File: src/rtl/charge_sequencer.sv
module charge_sequencer #(
  parameter int CLK_HZ    = 25000,
  parameter bit FAST_TEST = 1'b0,
  parameter int ABS_MIN   = 120,
  parameter int FLT_MIN   = 60,
  parameter int RED_MIN   = 4320
) (
  input  logic       clk,
  input  logic       rst,
  input  logic       start_i,
  input  logic       at_bulk_i,
  input  logic       at_float_i,
  input  logic       at_reduced_i,
  output logic [3:0] stage_o,
  output logic       chg_en_o
);

  localparam int DIV   = FAST_TEST ? CLK_HZ : 60 * CLK_HZ;
  localparam int D_ABS = FAST_TEST ? 60 : ABS_MIN;
  localparam int D_FLT = FAST_TEST ? 60 : FLT_MIN;
  localparam int D_RED = FAST_TEST ? 60 : RED_MIN;
  localparam int D_MAX = (D_ABS > D_FLT) ? ((D_ABS > D_RED) ? D_ABS : D_RED)
                                         : ((D_FLT > D_RED) ? D_FLT : D_RED);
  localparam int DW = $clog2(DIV + 1);
  localparam int TW = $clog2(D_MAX + 1);

  typedef enum logic [2:0] {IDLE, BULK, ABSB, FLT, RED} st_t;

  st_t st, nxt;
  logic [2:0] flg_s1, flg_s2;
  logic [2:0] go_sh;
  logic [DW-1:0] div_q;
  logic [TW-1:0] tmr_q, cur_dur;
  logic go, tick, timed, expire, chg;

  always_ff @(posedge clk) begin
    if (rst) begin
      flg_s1 <= '0;
      flg_s2 <= '0;
      go_sh  <= '0;
    end else begin
      flg_s1 <= {at_reduced_i, at_float_i, at_bulk_i};
      flg_s2 <= flg_s1;
      go_sh  <= {go_sh[1:0], start_i};
    end
  end

  assign go    = go_sh[1] & ~go_sh[2];
  assign tick  = (div_q == DW'(DIV - 1));
  assign timed = (st == ABSB) || (st == FLT) || (st == RED);

  always_comb begin
    case (st)
      ABSB:    cur_dur = TW'(D_ABS);
      FLT:     cur_dur = TW'(D_FLT);
      RED:     cur_dur = TW'(D_RED);
      default: cur_dur = '1;
    endcase
  end

  assign expire = timed && tick && (tmr_q == cur_dur - 1'b1);

  always_comb begin
    nxt = st;
    if (go) nxt = BULK;
    else begin
      case (st)
        BULK:    if (flg_s2[0]) nxt = ABSB;
        ABSB:    if (expire) nxt = FLT;
        FLT:     if (expire) nxt = RED;
        RED:     if (expire) nxt = FLT;
        default: nxt = st;
      endcase
    end
  end

  assign chg = (nxt != st);

  always_ff @(posedge clk) begin
    if (rst) begin
      st    <= IDLE;
      div_q <= '0;
      tmr_q <= '0;
    end else begin
      st <= nxt;
      if (chg || tick) div_q <= '0;
      else             div_q <= div_q + 1'b1;
      if (chg)                tmr_q <= '0;
      else if (tick && timed) tmr_q <= tmr_q + 1'b1;
    end
  end

  assign stage_o  = {st == RED, st == FLT, st == ABSB, st == BULK};
  assign chg_en_o = (st == BULK)
                  | ((st == ABSB) & ~flg_s2[0])
                  | ((st == FLT)  & ~flg_s2[1])
                  | ((st == RED)  & ~flg_s2[2]);


  stage_onehot_chk: assert property (@(posedge clk) disable iff (rst)
    $onehot0(stage_o));


  idle_off_chk: assert property (@(posedge clk) disable iff (rst)
    (stage_o == 4'b0000) |-> !chg_en_o);


  start_bulk_chk: assert property (@(posedge clk) disable iff (rst)
    go |=> stage_o[0]);


  absorb_entry_chk: assert property (@(posedge clk) disable iff (rst)
    $rose(stage_o[1]) |-> $past(stage_o[0]) && $past(flg_s2[0]));


  reduced_entry_chk: assert property (@(posedge clk) disable iff (rst)
    $rose(stage_o[3]) |-> $past(stage_o[2]));


  bulk_enable_chk: assert property (@(posedge clk) disable iff (rst)
    stage_o[0] |-> chg_en_o);


  timer_range_chk: assert property (@(posedge clk) disable iff (rst)
    timed |-> (tmr_q < cur_dur));

endmodule

File: config.mk
export PLATFORM = sky130hd
export DESIGN_NAME = charge_sequencer
export DESIGN_NICKNAME = d
export VERILOG_FILES = /design/src/rtl/charge_sequencer.sv
export SDC_FILE = /design/constraint.sdc
export NUM_CORES = 1
export LEC_CHECK = 0
export BUFFER_PORTS_ARGS = -buffer_cell sky130_fd_sc_hd__buf_2
export CAP_MARGIN = 20
export CORE_MARGIN = 3
export CORE_UTILIZATION = 58
export DETAILED_ROUTE_END_ITERATION = 10
export HOLD_SLACK_MARGIN = 0.03
export PLACE_DENSITY = 0.78
export SYNTH_ARGS = -nofsm -noshare
export SYNTH_HDL_FRONTEND = slang
export SYNTH_SLANG_ARGS = --single-unit
File: constraint.sdc
create_clock -name clk -period 4 [get_ports clk]
set_input_delay 0.2 -clock clk [delete_from_list [all_inputs] [get_ports clk]]
set_output_delay 0.2 -clock clk [all_outputs]
set_load 0.1 [all_outputs]
==> run_results.csv, run 1 <==
group,metric,value,unit
run_status,status,"completed",
route,drt_iter0_markers,88,
die,die_area,4570,um2
timing,rsz0062_at_grt,"no",
critical_path,cp_data_required_time,4240,ps
cts,clockBufferDepth,2,
timing,setup_viol,0,
die,std_cell_rows,21,
route,vias_per_cell,5.59,
timing,fin_crit_sh,0.651,
cts,cts_resized,0,
die,coreArea,3490,um2
timing,finalCriticalPeriod,2600,ps
cells_and_area,final_nets,274,
cts,hold_buffers,0,
cts,cts_tree,"done",
grt,grt_max_degree,18,
timing,tightest_slew,1030,ps
timing,relSlewSlack,0.312,
job,maxCapViolCount,0,
route,first_pass_iters,4,
cells_and_area,drive_gt1_frac,0.0936,
placed_design,gp_congestion,0.809,
die,start_util,0.630,
synth,ys_seq_area_frac,0.418,
critical_path,start_kind,"register",
cts,cts_setup_buffers,0,
die,io_pins,11,
die,dieWidth,67.6,um
timing,final-hold-violation-count,0,
critical_path,worst_setup_path_end_kind,"register",
critical_path,critPathArrivalTime,2840,ps
grt,grt.total_usage,0.205,
route,wl,4.08,mm
synth,synth_edf_count,0,
power_and_ir_drop,p_leak,0.804,nW
cts,cts.sinks,46,
min_path,min_path_type,"primary input to register",
synth,ys_seq_elements,46,
timing,holdWs,101,ps
cts,cts_max_level,2,
synth,ys.flop_type,"dfxtp_1",
power_and_ir_drop,p_per_area,332,nW/um2
power_and_ir_drop,total_power,786,uW
cts,root_buffer,"clkbuf_8",
cells_and_area,area_growth,7.56,%
synth,syn_area,2200,um2
timing,drv_slew,0,
placed_design,portBuffers,10,
route,antenna_left,0,
grt,overflow,0,
synth,synthArstFlopShare,0,
synth,synth_cells,258,
route,vias,1750,
synth,syn_nets,266,
critical_path,crit_fanout,15,
route,drc,0,
grt,grt_pass1_wl,7.06,mm
cts,clk_latency,300,ps
synth,synthDistinctLibCells,46,
placed_design,place_ws,1430,ps
grt,grt_pass1_vias,1541,
timing,fmax,384,MHz
route,routedWlPerCell,13.0,um
timing,setup_tns,0,ps
timing,setup_ws,1400,ps
synth,ys_warn_count,0,
timing,fin_worst_skew,2.67,ps
grt,antenna_found_initial,0,
synth,syn_area_per_cell,8.54,um2
cts,clk_pin_slew_worst_paths,80,ps
cts,cts_buffers,5,
placed_design,hpwlAfterDp,2.88,mm
die,die_h,67.6,um
power_and_ir_drop,peakVddDrop,0.297,mV
critical_path,crit_type,"register to register",
cells_and_area,n_antenna_cell,0,
-- worst max-delay path, stage by stage (launching register included) --
cell,delay [ps]
dfxtp_1,560
nor3b_4,320
o2111ai_1,530
or3_1,520
or4_1,460
a21oi_1,150
-- routing by layer --
| metal | up-vias | wire (um) | track usage |
|---|---|---|---|
| met4 | 0 | 81 | 0.0911 |
| met3 | 9 | 160 | 0.0566 |
| li1 | 906 | - | - |
| met5 | - | 0 | 0 |
| met1 | 804 | 1970 | 0.263 |
| met2 | 31 | 1870 | 0.320 |
-- layout by cell type (no fill, tap or decap), types with 2 or more instances in the layout --
master and n:
or3_1 6, a21oi_1 8, xnor2_1 24, nor2_1 40, and3_1 8, nand2b_1 4
dfxtp_1 46, o21ai_0 6, nand4_1 3, nor2b_1 12, and2_1 2, buf_2 10
nand2_1 14, nand3_1 15, xor2_1 6, clkbuf_8 6, nor4_1 10, ha_1 2
inv_1 10, nor3_1 6, o211ai_1 3
-- metrics by stage --
stage	area (um2)	instances	util
5_1_grt	2370	313	0.678
2_1_floorplan	2200	258	-
4_1_cts	2370	313	0.678
3_3_place_gp	2270	305	0.651
3_5_place_dp	2270	305	0.651
6_report	2370	313	0.678
-- worst paths after layout --
path	cells after the start	startpoint	slack [ps]	to
hold reg to reg	1	flg_s1[2]	440	flg_s2[2]
setup reg to reg	5	st[2]	1400	tmr_q[12]
setup / recovery	5	st[2]	1400	tmr_q[12]
hold / removal	2	at_reduced_i	100	flg_s1[2]
-- cells by family after synthesis --
kind of cell               share of synthesized area
AOI/OAI and AO/OA                             0.0830
xor gates and xnor gates                       0.119
adders and majority gates                     0.0114
buffers and inverters                         0.0369
DFF                                            0.418
and+or+nand+nor                                0.331
-- state kept, by name, summed over array words and instances (netlist names) --
register  count
st            3
tmr_q        13
go_sh         3
flg_s2        3
flg_s1        3
div_q        21
-- report_power, final --
group | switching [mW] | leakage [nW] | internal (mW) | total, mW
Sequential | 0.00372 | 0.373 | 0.464 | 0.468
Combinational | 0.0161 | 0.384 | 0.00948 | 0.0256
Clock | 0.154 | 0.0472 | 0.139 | 0.293
-- synthesized netlist by cell type (2+ instances only) --
library cell	n	area [um2]
dfxtp_1	46	921
nor2_1	40	150
xnor2_1	24	210
nand3_1	15	75.1
nand2_1	14	52.6
nor2b_1	12	75.1
inv_1	10	37.5
nor4_1	10	62.6
a21oi_1	8	40.0
and3_1	8	50.1
clkbuf_1	6	22.5
nor3_1	6	30.0
o21ai_0	6	30.0
or3_1	6	37.5
xor2_1	6	52.6
nand2b_1	4	25.0
nand4_1	3	18.8
o211ai_1	3	22.5
and2_1	2	12.5
buf_2	2	10.0
ha_1	2	25.0
-- cell type report --
cell class                      count  area, um2
Clock inverter                      2       12.5
Multi-Input combinational cell    192       1200
Sequential cell                    46        921
Fill cell                         292       1130
Tap cell                           46       57.6
Inverter                           10       37.5
Clock buffer                        6       82.6
Timing Repair Buffer               11       57.6
No activity file was read; power rests on OpenSTA's default activity.
==> inputs of run 2 (changes only) <==
clock period = 2.5 ns   (was 4 ns; I/O delays follow)
==> run_results.csv, run 2 (synthesized netlist as in run 1, its figures left out) <==
group,metric,value,unit
run_status,status,"completed",
cts,cts_max_level,2,
timing,final-hold-violation-count,0,
timing,rsz0062_at_grt,"no",
route,first_pass_iters,4,
cells_and_area,final_cell_mix,"dfxtp_1 (44), nor2_1 (40), xnor2_1 (24)",
cells_and_area,area_growth,10.3,%
critical_path,crit_type,"register to register",
grt,grt_pass1_wl,7.10,mm
cts,cts.sinks,46,
cells_and_area,top_register,"div_q",
timing,holdWs,36.6,ps
cells_and_area,drive_gt1_frac,0.114,
route,routedWlPerCell,13.2,um
cts,clk_pin_slew_worst_paths,80,ps
cts,hold_buffers,0,
power_and_ir_drop,p_per_area,548,nW/um2
grt,grt_pass1_vias,1599,
die,dieWidth,67.6,um
cells_and_area,n_antenna_cell,0,
timing,drv_slew,0,
power_and_ir_drop,total_power,1.33,mW
timing,setup_viol,0,
cells_and_area,seqCellArea,923,um2
cts,clockBufferDepth,2,
cts,cts_resized,0,
critical_path,start_kind,"register",
route,met3_length,112,um
die,die_area,4570,um2
power_and_ir_drop,p_sw_frac,0.205,
timing,setup_tns,0,ps
critical_path,crit_fanout,12,
die,std_cell_rows,21,
power_and_ir_drop,peakVddDrop,0.470,mV
route,drt-met1-wl,1.94,mm
cts,root_buffer,"clkbuf_8",
job,maxCapViolCount,0,
die,io_pins,11,
cells_and_area,largest_registers,"div_q x21, tmr_q x13",
cts,cts_setup_buffers,0,
power_and_ir_drop,p_comb_frac,0.033,
route,vias_per_cell,5.59,
route,wl_met2,2.07,mm
power_and_ir_drop,p_int,1.06,mW
power_and_ir_drop,p_leak,0.824,nW
timing,tightest_slew,495,ps
placed_design,gp_congestion,0.792,
power_and_ir_drop,switchingPower,274,uW
timing,fmax,470,MHz
critical_path,cp_data_required_time,2700,ps
cells_and_area,final_nets,278,
placed_design,hpwlAfterDp,3.01,mm
die,coreArea,3490,um2
placed_design,portBuffers,10,
critical_path,critPathArrivalTime,2320,ps
min_path,min_path_type,"primary input to register",
cells_and_area,final_common_cell,"dfxtp_1",
timing,finalCriticalPeriod,2130,ps
die,start_util,0.630,
route,antenna_left,0,
power_and_ir_drop,seq_power_share,0.562,
cells_and_area,largest_reg_flops,21,
die,die_h,67.6,um
grt,grt_max_degree,15,
grt,grt.total_usage,0.206,
cts,cts_tree,"done",
route,wl,4.19,mm
timing,fin_worst_skew,5.27,ps
route,vias,1771,
timing,fin_crit_sh,0.850,
route,highest_layer,"met4",
grt,overflow,0,
cts,cts_buffers,5,
timing,relSlewSlack,0.672,
cells_and_area,n_fill_cell,301,
route,drt_iter0_markers,131,
grt,antenna_found_initial,0,
cells_and_area,multi_input_area,1210,um2
route,drc,0,
power_and_ir_drop,clockPowerShare,0.405,
critical_path,worst_setup_path_end_kind,"register",
cts,clk_latency,300,ps
run 2: worst max-delay path, stage by stage (launching register included):
cell      delay (ps)
dfxtp_1          600
nand3b_1         190
or3_1            380
or3_1            400
or2_2            300
and3_1           160
run 2: power groups by stage:
stage | sequential [mW] | combinational [mW] | clock (mW)
4_1_cts | 0.749 | 0.0440 | 0.554
3_5_place_dp | 0.766 | 0.0438 | 0
5_1_grt | 0.750 | 0.0496 | 0.587
2_1_floorplan | 0.764 | 0.0303 | 0
3_3_place_gp | 0.766 | 0.0440 | 0
6_report | 0.749 | 0.0437 | 0.539
run 2: metrics by stage:
step	setup slack [ps]	cells	utilization	area, um2
after CTS	384	317	0.695	2430
after global routing	209	317	0.695	2430
after floorplan	11.6	258	-	2220
after detailed placement	400	309	0.663	2320
after global placement	467	309	0.663	2320
final	374	317	0.695	2430
run 2: per-layer routing:
| layer | vias up | track usage |
|---|---|---|
| li1 | 912 | - |
| met1 | 835 | 0.253 |
| met2 | 17 | 0.346 |
| met3 | 7 | 0.0616 |
| met4 | 0 | 0.0608 |
| met5 | - | 0 |
run 2: final timing paths:
kind / endpoint / cells past startpoint / slack [ps] / startpoint
max reg2reg: st[1] / 5 / 370 / st[1]
max: st[1] / 5 / 370 / st[1]
min: flg_s1[1] / 2 / 40 / at_float_i
min reg2reg: flg_s2[2] / 1 / 440 / flg_s1[2]
run 2: final cells by class:
| cell class | instances | share of cell area |
|---|---|---|
| clock buffer | 6 | 0.0299 |
| clock inverter | 2 | 0.0155 |
| inverter | 10 | 0.0155 |
| multi-input combinational | 192 | 0.499 |
| sequential | 46 | 0.380 |
| tap | 46 | 0.0237 |
| timing repair buffer | 15 | 0.0361 |
==> inputs of run 3 (changes only) <==
ABC_AREA = 1   (was not set)
==> run_results.csv, run 3 <==
group,metric,value,unit
cells_and_area,final_cell_mix,"nor2_1 (63), nand2_1 (56), inv_1 (48)",
grt,grt.total_usage,0.201,
timing,setup_tns,0,ps
synth,ys_seq_area_frac,0.389,
critical_path,worst_setup_path_end_kind,"register",
timing,drv_slew,0,
cells_and_area,top_register,"div_q",
job,maxCapViolCount,0,
die,io_pins,11,
route,routedWlPerCell,11.6,um
placed_design,place_inst,382,
synth,syn_area_per_cell,7.22,um2
cts,clockBufferDepth,2,
critical_path,crit_fanout,13,
cts,cts_max_level,2,
cells_and_area,area_growth,14.9,%
route,vias_per_cell,4.88,
synth,synthTopCellsByCount,"nor2_1 (64), nand2_1 (57), inv_1 (48), dfxtp_1 (46), xor2_1 (25)",
synth,syn_area,2370,um2
grt,overflow,0,
critical_path,start_kind,"register",
cells_and_area,final_nets,359,
cells_and_area,n_antenna_cell,0,
synth,synthArstFlopShare,0,
cells_and_area,largest_reg_flops,21,
die,die_area,4880,um2
power_and_ir_drop,switchingPower,331,uW
cts,cts.sinks,46,
route,drc,0,
synth,synth_cells,328,
grt,grt_pass1_wl,8.07,mm
critical_path,rrSetupSlack,160,ps
grt,grt_max_degree,16,
cts,clk_latency,310,ps
grt,grt_pass1_vias,1914,
synth,muxShareOfSynthArea,0.0185,
critical_path,cp_data_required_time,2750,ps
synth,ys_warn_count,0,
power_and_ir_drop,p_comb_frac,0.075,
synth,synth_compound_area_frac,0.0238,
synth,synthDistinctLibCells,31,
critical_path,critPathArrivalTime,2590,ps
synth,ys_seq_elements,46,
cells_and_area,final_common_cell,"nor2_1",
timing,relSlewSlack,0.676,
timing,final-hold-violation-count,0,
synth,syn_nets,336,
die,start_util,0.623,
cts,cts_tree,"done",
synth,synthAdderAreaFrac,0.0106,
route,vias,1953,
synth,yosys-top-cells-area,"dfxtp_1 (39%), nor2_1 (10%), xor2_1 (9.2%), nand2_1 (9.0%), inv_1 (7.6%)",
route,first_pass_iters,4,
timing,tightest_slew,490,ps
timing,fin_crit_sh,0.937,
min_path,hp-start,"rst",
synth,synth_edf_count,0,
route,drt_iter0_markers,118,
die,std_cell_rows,22,
synth,synth_top_cell_area_share,0.389,
synth,synth_top_family_by_area,"simple AND/OR/NAND/NOR gates",
timing,fin_worst_skew,11.5,ps
placed_design,gp_congestion,0.864,
power_and_ir_drop,p_per_area,480,nW/um2
die,dieWidth,69.9,um
power_and_ir_drop,p_int,974,uW
timing,finalCriticalPeriod,2340,ps
critical_path,crit_type,"register to register",
power_and_ir_drop,clockPowerShare,0.349,
cts,cts_buffers,5,
cells_and_area,largest_registers,"div_q x21, tmr_q x13",
power_and_ir_drop,seq_power_share,0.577,
route,wl,4.64,mm
cells_and_area,n_fill_cell,307,
power_and_ir_drop,p_sw_frac,0.254,
timing,fmax,427,MHz
synth,ys.flop_type,"dfxtp_1",
run_status,status,"completed",
die,die_h,69.9,um
grt,antenna_found_initial,0,
power_and_ir_drop,total_power,1.31,mW
cts,root_buffer,"clkbuf_8",
min_path,min_path_type,"primary input to register",
route,antenna_left,0,
synth,post-synth-top-count-cell,"nor2_1",
cts,clk_pin_slew_worst_paths,90,ps
timing,setup_viol,0,
placed_design,hpwlAfterDp,3.10,mm
placed_design,portBuffers,10,
critical_path,timing.rr.end,"tmr_q[3]",
cells_and_area,drive_gt1_frac,0.188,
power_and_ir_drop,peakVddDrop,0.425,mV
power_and_ir_drop,p_leak,1.06,nW
cells_and_area,stdcell_count,400,
min_path,hold_end,"st[1]",
die,coreArea,3800,um2
synth,synth-xor-area-share,0.118,
synth,synthSimpleGateAreaFrac,0.331,
critical_path,reg2reg_depth,14,
critical_path,r2r-start,"div_q[1]",
min_path,hold_depth,2,
synth,yosys.area.top_type,"dfxtp_1",
run 3: changes by cell type in the layout (fill, tap and decap cells not counted), moves of 7 or more:
cell and change:
xor2_1 +19, nor4_1 -7, nor2_1 +23, nor2_2 +12, and3_1 -8, nand2_1 +42
nor2b_1 -12, xnor2_1 -17, inv_1 +38
run 3: layout make-up:
cell class | count | area [um2] | share of cell area
Clock buffer | 5 | 68.8 | 0.0253
Clock inverter | 3 | 21.3 | 0.00782
Inverter | 55 | 206 | 0.0759
Multi-Input combinational cell | 222 | 1280 | 0.472
Sequential cell | 46 | 925 | 0.340
Tap cell | 48 | 60.1 | 0.0221
Timing Repair Buffer | 21 | 155 | 0.0571
run 3: how the worst max path moves through the flow:
| stage | startpoint | end | cells after the start |
|---|---|---|---|
| 5_1_grt | st[2] | tmr_q[12] | 15 |
| 3_5_place_dp | div_q[0] | div_q[3] | 13 |
| 6_report | div_q[1] | tmr_q[3] | 14 |
| 4_1_cts | div_q[0] | tmr_q[11] | 12 |
| 2_1_floorplan | st[2] | tmr_q[10] | 17 |
| 3_3_place_gp | div_q[0] | div_q[0] | 13 |
run 3: cell families (layout without fill, tap and decap cells):
group | after synthesis | count (layout)
AO/OA/AOI/OAI | 9 | 9
XOR/XNOR | 32 | 32
adder cells (fa/ha/maj) | 2 | 2
buffers and inverters | 61 | 84
flip-flops | 46 | 46
multiplexers | 4 | 4
AND/OR/NAND/NOR | 174 | 175
run 3: stage by stage:
stage               utilization  cell area, um2  setup slack [ps]  hold slack [ps]
finish                    0.716            2720               158              143
global route              0.716            2720             -28.7              144
CTS                       0.697            2650              33.7              132
detailed placement        0.652            2480             -30.1              334
global placement          0.652            2480              60.6              323
floorplan                     -            2390              65.6              204
run 3: repair_timing:
item,CTS,global route
hold endpoints to repair,4,0
cloned,1,0
gates resized for setup,3,12
endpoints found under the setup margin,21,34
pin swaps,2,5
hold buffers,4,0
setup buffers,2,3
run 3: power by group through the flow:
stage	Clock [mW]	Combinational, mW	Sequential, mW
after floorplan	0	0.0684	0.767
after global placement	0	0.0815	0.768
after detailed placement	0	0.0831	0.769
after CTS	0.474	0.0936	0.752
after global routing	0.496	0.105	0.754
final	0.455	0.0975	0.753
run 3: per-layer routing:
layer / track usage / vias up / wire length (um)
met3: 0.0576 / 7 / 179
met1: 0.237 / 875 / 2060
li1: - / 1040 / -
met4: 0.0723 / 0 / 90
met5: 0 / - / 0
met2: 0.347 / 31 / 2310
run 3: critical path: stages, from the launching register on:
cell     delay [ps]
dfxtp_1         350
ha_2            200
nand3_2         150
nor2_4          170
nand3_4         140
nor2_4          160
nand3_4         110
a21oi_2         160
nand3_1         100
nand2_1          70
nand2_1          80
nor2_4          200
nand2_1         130
buf_12          170
nor2_2           70
